### src/rtl/spi_cmd_pkg.sv
package spi_cmd_pkg;

    localparam int MAX_TX_BYTES = 5;
    localparam int MAX_RX_BYTES = 3;
    localparam int TX_BITS      = 8 * MAX_TX_BYTES;
    localparam int RX_BITS      = 8 * MAX_RX_BYTES;
    localparam int FRAME_CNT_W  = $clog2(8 * (MAX_TX_BYTES + MAX_RX_BYTES) + 1);

    // register offsets whose placement the transfer order depends on
    localparam logic [2:0] OFS_CTRL = 3'd0;
    localparam logic [2:0] OFS_OP   = 3'd1;
    localparam logic [2:0] OFS_A_LO = 3'd2;
    localparam logic [2:0] OFS_A_MD = 3'd3;
    localparam logic [2:0] OFS_A_HI = 3'd4;
    localparam logic [2:0] OFS_RX0  = 3'd5;
    localparam logic [2:0] OFS_RX1  = 3'd6;
    localparam logic [2:0] OFS_DATA = 3'd7;

    localparam logic [2:0] GO_SLOW = 3'b100;
    localparam logic [2:0] GO_FAST = 3'b101;

    typedef enum logic [1:0] {
        SEND_OP          = 2'd0,
        SEND_OP_DATA     = 2'd1,
        SEND_OP_ADDR     = 2'd2,
        SEND_OP_ADDR_DAT = 2'd3
    } send_code_e;

    typedef struct packed {
        logic       fast;
        logic [1:0] rd_cnt;
        send_code_e code;
    } cmd_t;

    function automatic logic is_go(input logic [7:0] w);
        return (w[6:4] == GO_SLOW) || (w[6:4] == GO_FAST);
    endfunction

    function automatic int tx_bytes(input send_code_e c);
        case (c)
            SEND_OP:      return 1;
            SEND_OP_DATA: return 2;
            SEND_OP_ADDR: return 4;
            default:      return 5;
        endcase
    endfunction

    function automatic logic [FRAME_CNT_W-1:0] frame_bits(input send_code_e c,
                                                          input logic [1:0] rd);
        return FRAME_CNT_W'(8 * (tx_bytes(c) + int'(rd)));
    endfunction

    // bytes left-justified in wire order; unused tail is zero so MOSI idles low
    function automatic logic [TX_BITS-1:0] pack_tx(input send_code_e c,
                                                   input logic [7:0] op,
                                                   input logic [7:0] a_hi,
                                                   input logic [7:0] a_md,
                                                   input logic [7:0] a_lo,
                                                   input logic [7:0] dat);
        case (c)
            SEND_OP:      return {op, 32'h0};
            SEND_OP_DATA: return {op, dat, 24'h0};
            SEND_OP_ADDR: return {op, a_hi, a_md, a_lo, 8'h0};
            default:      return {op, a_hi, a_md, a_lo, dat};
        endcase
    endfunction

    // k-th received byte of an rd-byte response held right-justified in sr
    function automatic logic [7:0] rx_pick(input logic [RX_BITS-1:0] sr,
                                           input int rd, input int k);
        return 8'(sr >> (8 * (rd - 1 - k)));
    endfunction

endpackage

### src/rtl/spi_sck_gen.sv
module spi_sck_gen
    import spi_cmd_pkg::*;
#(
    parameter int SLOW_HALF = 4,
    parameter int FAST_HALF = 2
) (
    input  logic clk,
    input  logic rst,
    input  logic run,
    input  logic fast,
    output logic tick
);
    localparam int MAXH = (SLOW_HALF > FAST_HALF) ? SLOW_HALF : FAST_HALF;
    localparam int CW   = (MAXH < 2) ? 1 : $clog2(MAXH + 1);

    logic [CW-1:0] hcnt;
    logic [CW-1:0] lim;

    assign lim  = fast ? CW'(FAST_HALF) : CW'(SLOW_HALF);
    assign tick = run && (hcnt == lim - CW'(1));

    always_ff @(posedge clk) begin
        if (rst || !run) begin
            hcnt <= '0;
        end else if (tick) begin
            hcnt <= '0;
        end else begin
            hcnt <= hcnt + CW'(1);
        end
    end

    assert_half_count_bound_R5: assert property (@(posedge clk) disable iff (rst)
        run |-> (hcnt < lim))
        else $error("half-period counter beyond its limit");

endmodule

### src/rtl/spi_bit_engine.sv
module spi_bit_engine
    import spi_cmd_pkg::*;
(
    input  logic                   clk,
    input  logic                   rst,
    input  logic                   start,
    input  logic [TX_BITS-1:0]     tx_load,
    input  logic [FRAME_CNT_W-1:0] nbits,
    input  logic                   tick,
    input  logic                   miso,
    output logic                   active,
    output logic                   sck,
    output logic                   cs_n,
    output logic                   mosi,
    output logic                   finish,
    output logic [RX_BITS-1:0]     rx_sr
);
    logic [TX_BITS-1:0]     tx_sr;
    logic [FRAME_CNT_W-1:0] left;

    assign mosi   = tx_sr[TX_BITS-1];
    assign finish = active && tick && sck && (left == FRAME_CNT_W'(1));

    always_ff @(posedge clk) begin
        if (rst) begin
            active <= 1'b0;
            sck    <= 1'b0;
            cs_n   <= 1'b1;
            tx_sr  <= '0;
            rx_sr  <= '0;
            left   <= '0;
        end else if (start && !active) begin
            active <= 1'b1;
            cs_n   <= 1'b0;
            sck    <= 1'b0;
            tx_sr  <= tx_load;
            left   <= nbits;
        end else if (active && tick) begin
            if (!sck) begin
                sck   <= 1'b1;
                rx_sr <= {rx_sr[RX_BITS-2:0], miso};
            end else begin
                sck   <= 1'b0;
                tx_sr <= {tx_sr[TX_BITS-2:0], 1'b0};
                left  <= left - FRAME_CNT_W'(1);
                if (left == FRAME_CNT_W'(1)) begin
                    active <= 1'b0;
                    cs_n   <= 1'b1;
                end
            end
        end
    end

    assert_sck_inside_frame_R5: assert property (@(posedge clk) disable iff (rst)
        sck |-> !cs_n)
        else $error("SCK high with chip select released");

    assert_sck_holds_between_ticks_R5: assert property (@(posedge clk) disable iff (rst)
        (active && !tick) |=> $stable(sck))
        else $error("SCK moved without a half-period tick");

    assert_finish_closes_frame_R5: assert property (@(posedge clk) disable iff (rst)
        finish |=> (cs_n && !sck && !active))
        else $error("frame not closed after last bit");

endmodule

### src/rtl/spi_cmd_regs.sv
module spi_cmd_regs
    import spi_cmd_pkg::*;
(
    input  logic                   clk,
    input  logic                   rst,
    input  logic                   wr,
    input  logic [2:0]             addr,
    input  logic [7:0]             wdata,
    output logic [7:0]             rdata,
    input  logic                   busy,
    input  logic                   finish,
    input  logic [RX_BITS-1:0]     rx_sr,
    output logic                   start,
    output logic [TX_BITS-1:0]     tx_load,
    output logic [FRAME_CNT_W-1:0] nbits,
    output logic                   fast
);
    cmd_t       cmd_q;
    cmd_t       cmd_new;
    logic [7:0] op_q;
    logic [7:0] a_lo_q, a_md_q, a_hi_q;
    logic [7:0] dat_q;
    logic [7:0] rx_q [MAX_RX_BYTES];

    assign cmd_new = '{fast: wdata[4], rd_cnt: wdata[3:2], code: send_code_e'(wdata[1:0])};
    assign start   = wr && (addr == OFS_CTRL) && is_go(wdata) && !busy;
    assign tx_load = pack_tx(cmd_new.code, op_q, a_hi_q, a_md_q, a_lo_q, dat_q);
    assign nbits   = frame_bits(cmd_new.code, cmd_new.rd_cnt);
    assign fast    = cmd_q.fast;

    always_ff @(posedge clk) begin
        if (rst) begin
            cmd_q  <= '0;
            op_q   <= '0;
            a_lo_q <= '0;
            a_md_q <= '0;
            a_hi_q <= '0;
            dat_q  <= '0;
        end else begin
            if (start) begin
                cmd_q <= cmd_new;
            end
            if (wr) begin
                case (addr)
                    OFS_OP:   op_q   <= wdata;
                    OFS_A_LO: a_lo_q <= wdata;
                    OFS_A_MD: a_md_q <= wdata;
                    OFS_A_HI: a_hi_q <= wdata;
                    OFS_DATA: dat_q  <= wdata;
                    default: ;
                endcase
            end
        end
    end

    for (genvar k = 0; k < MAX_RX_BYTES; k++) begin : g_rx_slot
        always_ff @(posedge clk) begin
            if (rst) begin
                rx_q[k] <= '0;
            end else if (finish && (k < int'(cmd_q.rd_cnt))) begin
                rx_q[k] <= rx_pick(rx_sr, int'(cmd_q.rd_cnt), k);
            end
        end
    end

    always_comb begin
        case (addr)
            OFS_CTRL: rdata = {busy, 3'b000, cmd_q.rd_cnt, cmd_q.code};
            OFS_OP:   rdata = op_q;
            OFS_A_LO: rdata = a_lo_q;
            OFS_A_MD: rdata = a_md_q;
            OFS_A_HI: rdata = a_hi_q;
            OFS_RX0:  rdata = rx_q[0];
            OFS_RX1:  rdata = rx_q[1];
            default:  rdata = rx_q[2];
        endcase
    end

    assert_start_ignored_when_busy_R6: assert property (@(posedge clk) disable iff (rst)
        (busy && wr && (addr == OFS_CTRL)) |=> $stable(cmd_q))
        else $error("command changed by a write during a transfer");

endmodule

### src/rtl/spi_cmd_engine.sv
module spi_cmd_engine
    import spi_cmd_pkg::*;
#(
    parameter int SLOW_HALF = 4,
    parameter int FAST_HALF = 2
) (
    input  logic       clk,
    input  logic       rst,
    input  logic       reg_wr,
    input  logic [2:0] reg_addr,
    input  logic [7:0] reg_wdata,
    output logic [7:0] reg_rdata,
    output logic       spi_sck,
    output logic       spi_cs_n,
    output logic       spi_mosi,
    input  logic       spi_miso
);
    logic                   start;
    logic [TX_BITS-1:0]     tx_load;
    logic [FRAME_CNT_W-1:0] nbits;
    logic                   fast;
    logic                   tick;
    logic                   active;
    logic                   finish;
    logic [RX_BITS-1:0]     rx_sr;

    spi_cmd_regs u_regs (
        .clk     (clk),
        .rst     (rst),
        .wr      (reg_wr),
        .addr    (reg_addr),
        .wdata   (reg_wdata),
        .rdata   (reg_rdata),
        .busy    (active),
        .finish  (finish),
        .rx_sr   (rx_sr),
        .start   (start),
        .tx_load (tx_load),
        .nbits   (nbits),
        .fast    (fast)
    );

    spi_sck_gen #(
        .SLOW_HALF (SLOW_HALF),
        .FAST_HALF (FAST_HALF)
    ) u_sck (
        .clk  (clk),
        .rst  (rst),
        .run  (active),
        .fast (fast),
        .tick (tick)
    );

    spi_bit_engine u_bits (
        .clk     (clk),
        .rst     (rst),
        .start   (start),
        .tx_load (tx_load),
        .nbits   (nbits),
        .tick    (tick),
        .miso    (spi_miso),
        .active  (active),
        .sck     (spi_sck),
        .cs_n    (spi_cs_n),
        .mosi    (spi_mosi),
        .finish  (finish),
        .rx_sr   (rx_sr)
    );

endmodule

### config.mk
export PLATFORM = sky130hd
export DESIGN_NAME = spi_cmd_engine
export DESIGN_NICKNAME = d
export VERILOG_FILES = /design/src/rtl/spi_cmd_pkg.sv /design/src/rtl/spi_sck_gen.sv /design/src/rtl/spi_bit_engine.sv /design/src/rtl/spi_cmd_regs.sv /design/src/rtl/spi_cmd_engine.sv
export SDC_FILE = /design/constraint.sdc
export NUM_CORES = 1
export LEC_CHECK = 0
export ABC_AREA = 1
export CAP_MARGIN = 10
export CORE_MARGIN = 1
export CORE_UTILIZATION = 35
export CTS_BUF_LIST = sky130_fd_sc_hd__clkbuf_16
export DETAILED_ROUTE_END_ITERATION = 16
export PLACE_DENSITY = 0.6
export SYNTH_ARGS = -nofsm -noshare
export SYNTH_HDL_FRONTEND = slang
export SYNTH_SLANG_ARGS = --single-unit
### constraint.sdc
create_clock -name clk -period 3 [get_ports clk]
set_clock_uncertainty 0.2 [all_clocks]
set_input_delay 0.3 -clock clk [delete_from_list [all_inputs] [get_ports clk]]
set_output_delay 0.3 -clock clk [all_outputs]
set_load 0.005 [all_outputs]
Word level (Yosys, flattened, before mapping)

Memories as Yosys holds them, arrays and structs flattened.
Cells that the tools add are included.

Register bits: 122
Memory bits (writable): 24
Bits of input ports: 15
Output and inout bits: 11
Word-level logic and storage cells: 111
Memories kept: 1

Add/subtract/negate cells: 7
$lt $le $gt $ge: 3
Equal/unequal tests: 13
Shift operators: 3
Multiplexer cells: 33
Bitwise gates (word level): 5
Reductions and logical operators: 30

Memory list:

| name        | depth | width | read ports | clocked after memory_dff | wr ports | line               | text |
|---|---|---|---|---|---|---|---|
| u_regs.rx_q | 3     | 8     | 3          | 0                        | 3        | spi_cmd_regs.sv:23 | `logic [7:0] rx_q [MAX_RX_BYTES];` |

Operators by type and width:

| kind                                                       | count |
|---|---|
| two-way mux 40 bit                                         | 3 |
| one-hot mux 32 bit (3 select lines)                        | 1 |
| right shift 24 x 32 -> 8 bit                               | 3 |
| one-hot mux 8 bit (7 select lines)                         | 1 |
| subtractor 29 x 2 -> 29 bit (second input constant)        | 1 |
| subtractor 29 x 3 -> 29 bit (second input constant)        | 1 |
| two-way mux 8 bit                                          | 3 |
| two-way mux 7 bit                                          | 3 |
| two-way mux 1 bit                                          | 20 |
| equality test 3 bit (second input constant)                | 6 |
| AND reduction 2 bit                                        | 7 |
| logical AND 1 bit                                          | 11 |
| one-hot mux 3 bit (3 select lines)                         | 1 |
| equality test 7 x 1 -> 1 bit (second input constant)       | 1 |
| subtractor 7 x 1 -> 7 bit (second input constant)          | 1 |
| equality test 3 x 2 -> 1 bit (second input constant)       | 2 |
| AND reduction 3 bit                                        | 2 |
| nonzero test 2 bit                                         | 3 |
| adder 3 x 2 -> 4 bit                                       | 1 |
| less-than comparator 1 x 2 -> 1 bit (first input constant) | 2 |
| OR reduction 2 bit                                         | 2 |
| adder 3 x 1 -> 3 bit (second input constant)               | 1 |
| equality test 3 x 1 -> 1 bit (second input constant)       | 1 |
| equality test 3 bit                                        | 1 |
| 12 further kinds                                           | 16 |

Logic depth before layout (Yosys ltp)

Word-level depth: 12
Depth in mapped cells: 10
Mapped depth without buffers: 10

Modules after synthesis

Synthesis repeated with hierarchy kept, for this count alone.

Cell total of the unflattened synthesis: 997
Area total of the unflattened synthesis: 7,334.5 um2

Modules (own cells, without submodules):

| module         | times used | cells an instance | area an instance (um2) | sequential area each (um2) |
|---|---|---|---|---|
| spi_cmd_regs   | 1          | 589               | 4,161.5                | 1,621.6 |
| spi_bit_engine | 1          | 387               | 3,019.1                | 1,481.4 |
| spi_sck_gen    | 1          | 21                | 153.9                  | 60.1 |

Worst setup path before layout

Ideal clock, no wire load.

Path type: register -> register
Start point: reg u_regs.cmd_q[2] in the netlist's numbering
End point: mem u_regs.rx_q[1][3], data pin
Library setup time: 0.257 ns
Arrival time: 1.746 ns
Required time: 2.543 ns
Path slack: 0.796 ns
Stages on the path, launching flop included: 9
Path buffers: 2
Period minus slack after synthesis: 2.204 ns
Path through: dfxtp_1 inv_1 clkbuf_1 ha_1 clkbuf_1 nor2_1 a22o_1 a21oi_1 nor2_1

RTL lines:

| what                     | line               | text |
|---|---|---|
| start: declaration       | spi_cmd_regs.sv:18 | `cmd_t cmd_q;` |
| start signal: assignment | spi_cmd_regs.sv:41 | `cmd_q <= cmd_new;` |
| end: declaration         | spi_cmd_regs.sv:23 |  |

Worst setup path in the final report

Start point: in reg_addr[0]
End point: out reg_rdata[5]

Word-level cells in the longest chain between the ends: 2
Elaborated cells on any way between the ends: 8
Those cells by class: eq/ne: 6; mux: 1; reduce/logical: 1

Ends and longest elaborated chain:

| what                                              | line                 | text |
|---|---|---|
| start: declaration                                | spi_cmd_engine.sv:10 | `input logic [2:0] reg_addr,` |
| equality test 3 bit, or another cell as far along | spi_cmd_regs.sv:67   | `case (addr)` |
| one-hot mux 8 bit (7 select lines) *              | spi_cmd_regs.sv:67   |  |
| end: declaration                                  | spi_cmd_engine.sv:12 | `output logic [7:0] reg_rdata,` |

Every way passes the cells marked *; elsewhere a longest branch is shown, timed or not.

==> flow_summary.ini <==
[clocking]
clk_path_buf_depth = 2
clock-sinks = 146
clock-root-buffer = clkbuf_16
clk-insertion-delay-late_ns = 0.43
ctsHoldBuffers = 0
cts_buffers = 17
cts_setup_buffers = 0
h-tree-depth = 4
post_cts_resized = 0
clk_pin_slew_ns = 0.06
cts_tree = done

[cells_and_area]
drive_above_1_share = 0.0814
final_common_cell = nand2_1
final_cell_mix = 163 x nand2_1, 136 x o21ai_0, 122 x dfxtp_1
final_area_sq_mm = 0.00805
area_delta_synth_final_pct = 15.1
diodes = 0
instances_no_fill = 1235
fillCellCount = 2030
finalNetCount = 987

[timing]
maxSlewViolCount = 0
timing.final.crit_share = 0.925
tightest_slew_ns = 0.582
min_period_ns = 2.78
hold_violations = 0
rsz0062_at_grt = false
max_freq_mhz = 360
tns_ns = 0
finalSetupViolations = 0
slew_headroom = 0.611

[worst_setup_path]
crit_arrival_ns = 2.28
path_cells = clkdlybuf4s50_1 > inv_1 > nor2_1 > nand2_1 > inv_1 > nand2_1 > nand2_1 > nor2_1 > nand4_1 > clkdlybuf4s50_1
cpMostUsedCell = nand2_1
crit_path_start_kind = primary input
critPathKind = primary input to primary output
cp_slowest_cell = clkdlybuf4s50_1
cp_max_fo = 7
crit_path_end_kind = primary output
critPathMaxStageDelay_ns = 0.60
cp_data_required_time_ns = 2.50

[global_route]
antenna_found_initial = 0
grt.overflow.total = 0
grtUsageTotal = 0.191
grt_pass1_vias = 5610
grt_max_degree = 68
grt_first_pass_wirelength_mm = 29.8

[placement]
io_buffer_count = 25
post-place-cells = 1203
dp_hpwl_mm = 13.4
gp_congestion = 0.889
post_dp_cell_area_sq_mm = 0.00751

[power]
ir_drop_mv = 0.363
power.density_mw_per_mm2 = 524
p_leak_nw = 3.04

[die]
std_cell_rows = 51
ios = 26
core_sq_mm = 0.0195
start_util = 0.358
die_area_sq_mm = 0.0205
die_w_um = 143
die_y_um = 143

[logic_synthesis]
yosysWarnings = 0
yosysUniqueCellTypes = 33
syn_nets = 971
avgSynthCellArea_sq_um = 7.43
synthesis.area_sq_mm = 0.00699
ys_ff_latch = 146
synthCells = 941
synth_seq_area_share = 0.453

[drt]
dr.first_iter.drc_count = 515
vias = 6110
drc_errors = 0
ant_nets = 0
wl_per_cell_um = 15.0
vias_per_cell = 4.95
wl_mm = 18.5
firstDrtPassIters = 5

[run]
cap_violations = 0

[status]
outcome = complete, no violations

[hold_path]
holdCritPathClass = flop to flop
==> power breakdown <==
part           total, mW  switching [mW]  internal [mW]
clock network       1.93           0.873           1.06
registers           2.04          0.0206           2.02
logic              0.240           0.158         0.0817
==> path summary, 6_finish.rpt <==
| path | startpoint | to | slack [ns] | depth (start not counted) |
|---|---|---|---|---|
| hold / removal | u_sck.hcnt[0] | u_sck.hcnt[0] | 0.25 | 1 |
| hold reg to reg | u_sck.hcnt[0] | u_sck.hcnt[0] | 0.25 | 1 |
| setup / recovery | reg_addr[0] | reg_rdata[5] | 0.22 | 10 |
| setup reg to reg | u_regs.cmd_q[2] | u_regs.rx_q[1][1] | 0.64 | 8 |
==> cells in the mapped netlist, drive strengths merged <==
master / n / area share
nand4: 11 / 0.011
nand2: 168 / 0.094
a21oi: 81 / 0.058
ha: 14 / 0.025
o21bai: 1 / 0.0011
clkinv: 1 / 0.00054
xnor2: 2 / 0.0025
edfxtp: 24 / 0.10
o2111ai: 1 / 0.0013
a21o: 1 / 0.0011
fa: 1 / 0.0029
clkbuf: 22 / 0.012
o22ai: 18 / 0.016
buf: 24 / 0.022
a221oi: 6 / 0.0075
a22o: 1 / 0.0013
dfxtp: 122 / 0.35
a211oi: 3 / 0.0032
nand3: 66 / 0.054
inv: 106 / 0.057
nor2: 118 / 0.071
o21ai: 150 / 0.11
==> per-layer routing <==
layer	up-vias	wire length (um)	global-route usage
met2	145	8240	0.299
met1	2762	8830	0.248
met3	37	779	0.0380
met5	-	0	0
met4	0	639	0.100
li1	3166	-	-
==> critical path, delay by kind of cell <==
family                 cells  cell delay, ns
buffers and inverters      4            1.38
AND/OR/NAND/NOR            6            0.58
==> sequential cells by signal (all words and copies together) (netlist names) <==
signal,flops
u_regs.op_q,8
u_regs.rx_q,24
u_regs.a_hi_q,8
u_bits.sck,1
u_regs.cmd_q,4
u_sck.hcnt,3
u_regs.a_md_q,8
u_bits.tx_sr,40
u_bits.left,7
u_bits.cs_n,1
u_regs.dat_q,8
u_regs.fast,1
u_regs.a_lo_q,8
u_bits.rx_sr,24
u_bits.active,1
==> cell families (layout without fill, tap and decap cells) <==
group,Yosys count,in the layout,synth area share
simple gates,363,363,0.229
compound gates,262,262,0.197
buf+inv,153,182,0.0909
flops,146,146,0.453
fa+ha+maj,15,15,0.0279
xor+xnor,2,2,0.00251
==> stage by stage <==
stage / hold WS (ns) / util / worst slack (ns) / total power, mW
6_report: 0.249 / 0.412 / 0.224 / 4.21
5_1_grt: 0.265 / 0.412 / 0.0387 / 4.36
4_1_cts: 0.250 / 0.412 / 0.231 / 4.25
3_3_place_gp: 0.233 / 0.385 / 0.243 / 2.32
2_1_floorplan: 0.217 / - / 0.796 / 2.22
3_5_place_dp: 0.240 / 0.385 / 0.232 / 2.32
==> area by class of cell <==
cell class	instances	area (sq um)	area share
flip-flops and latches	146	3160	0.393
well taps	265	332	0.0412
clock inverters	15	110	0.0137
repair buffers	43	423	0.0526
clock buffers	17	425	0.0529
inverters	107	402	0.0499
multi-input cells	642	3190	0.397
No activity file was read; power rests on OpenSTA's default activity.
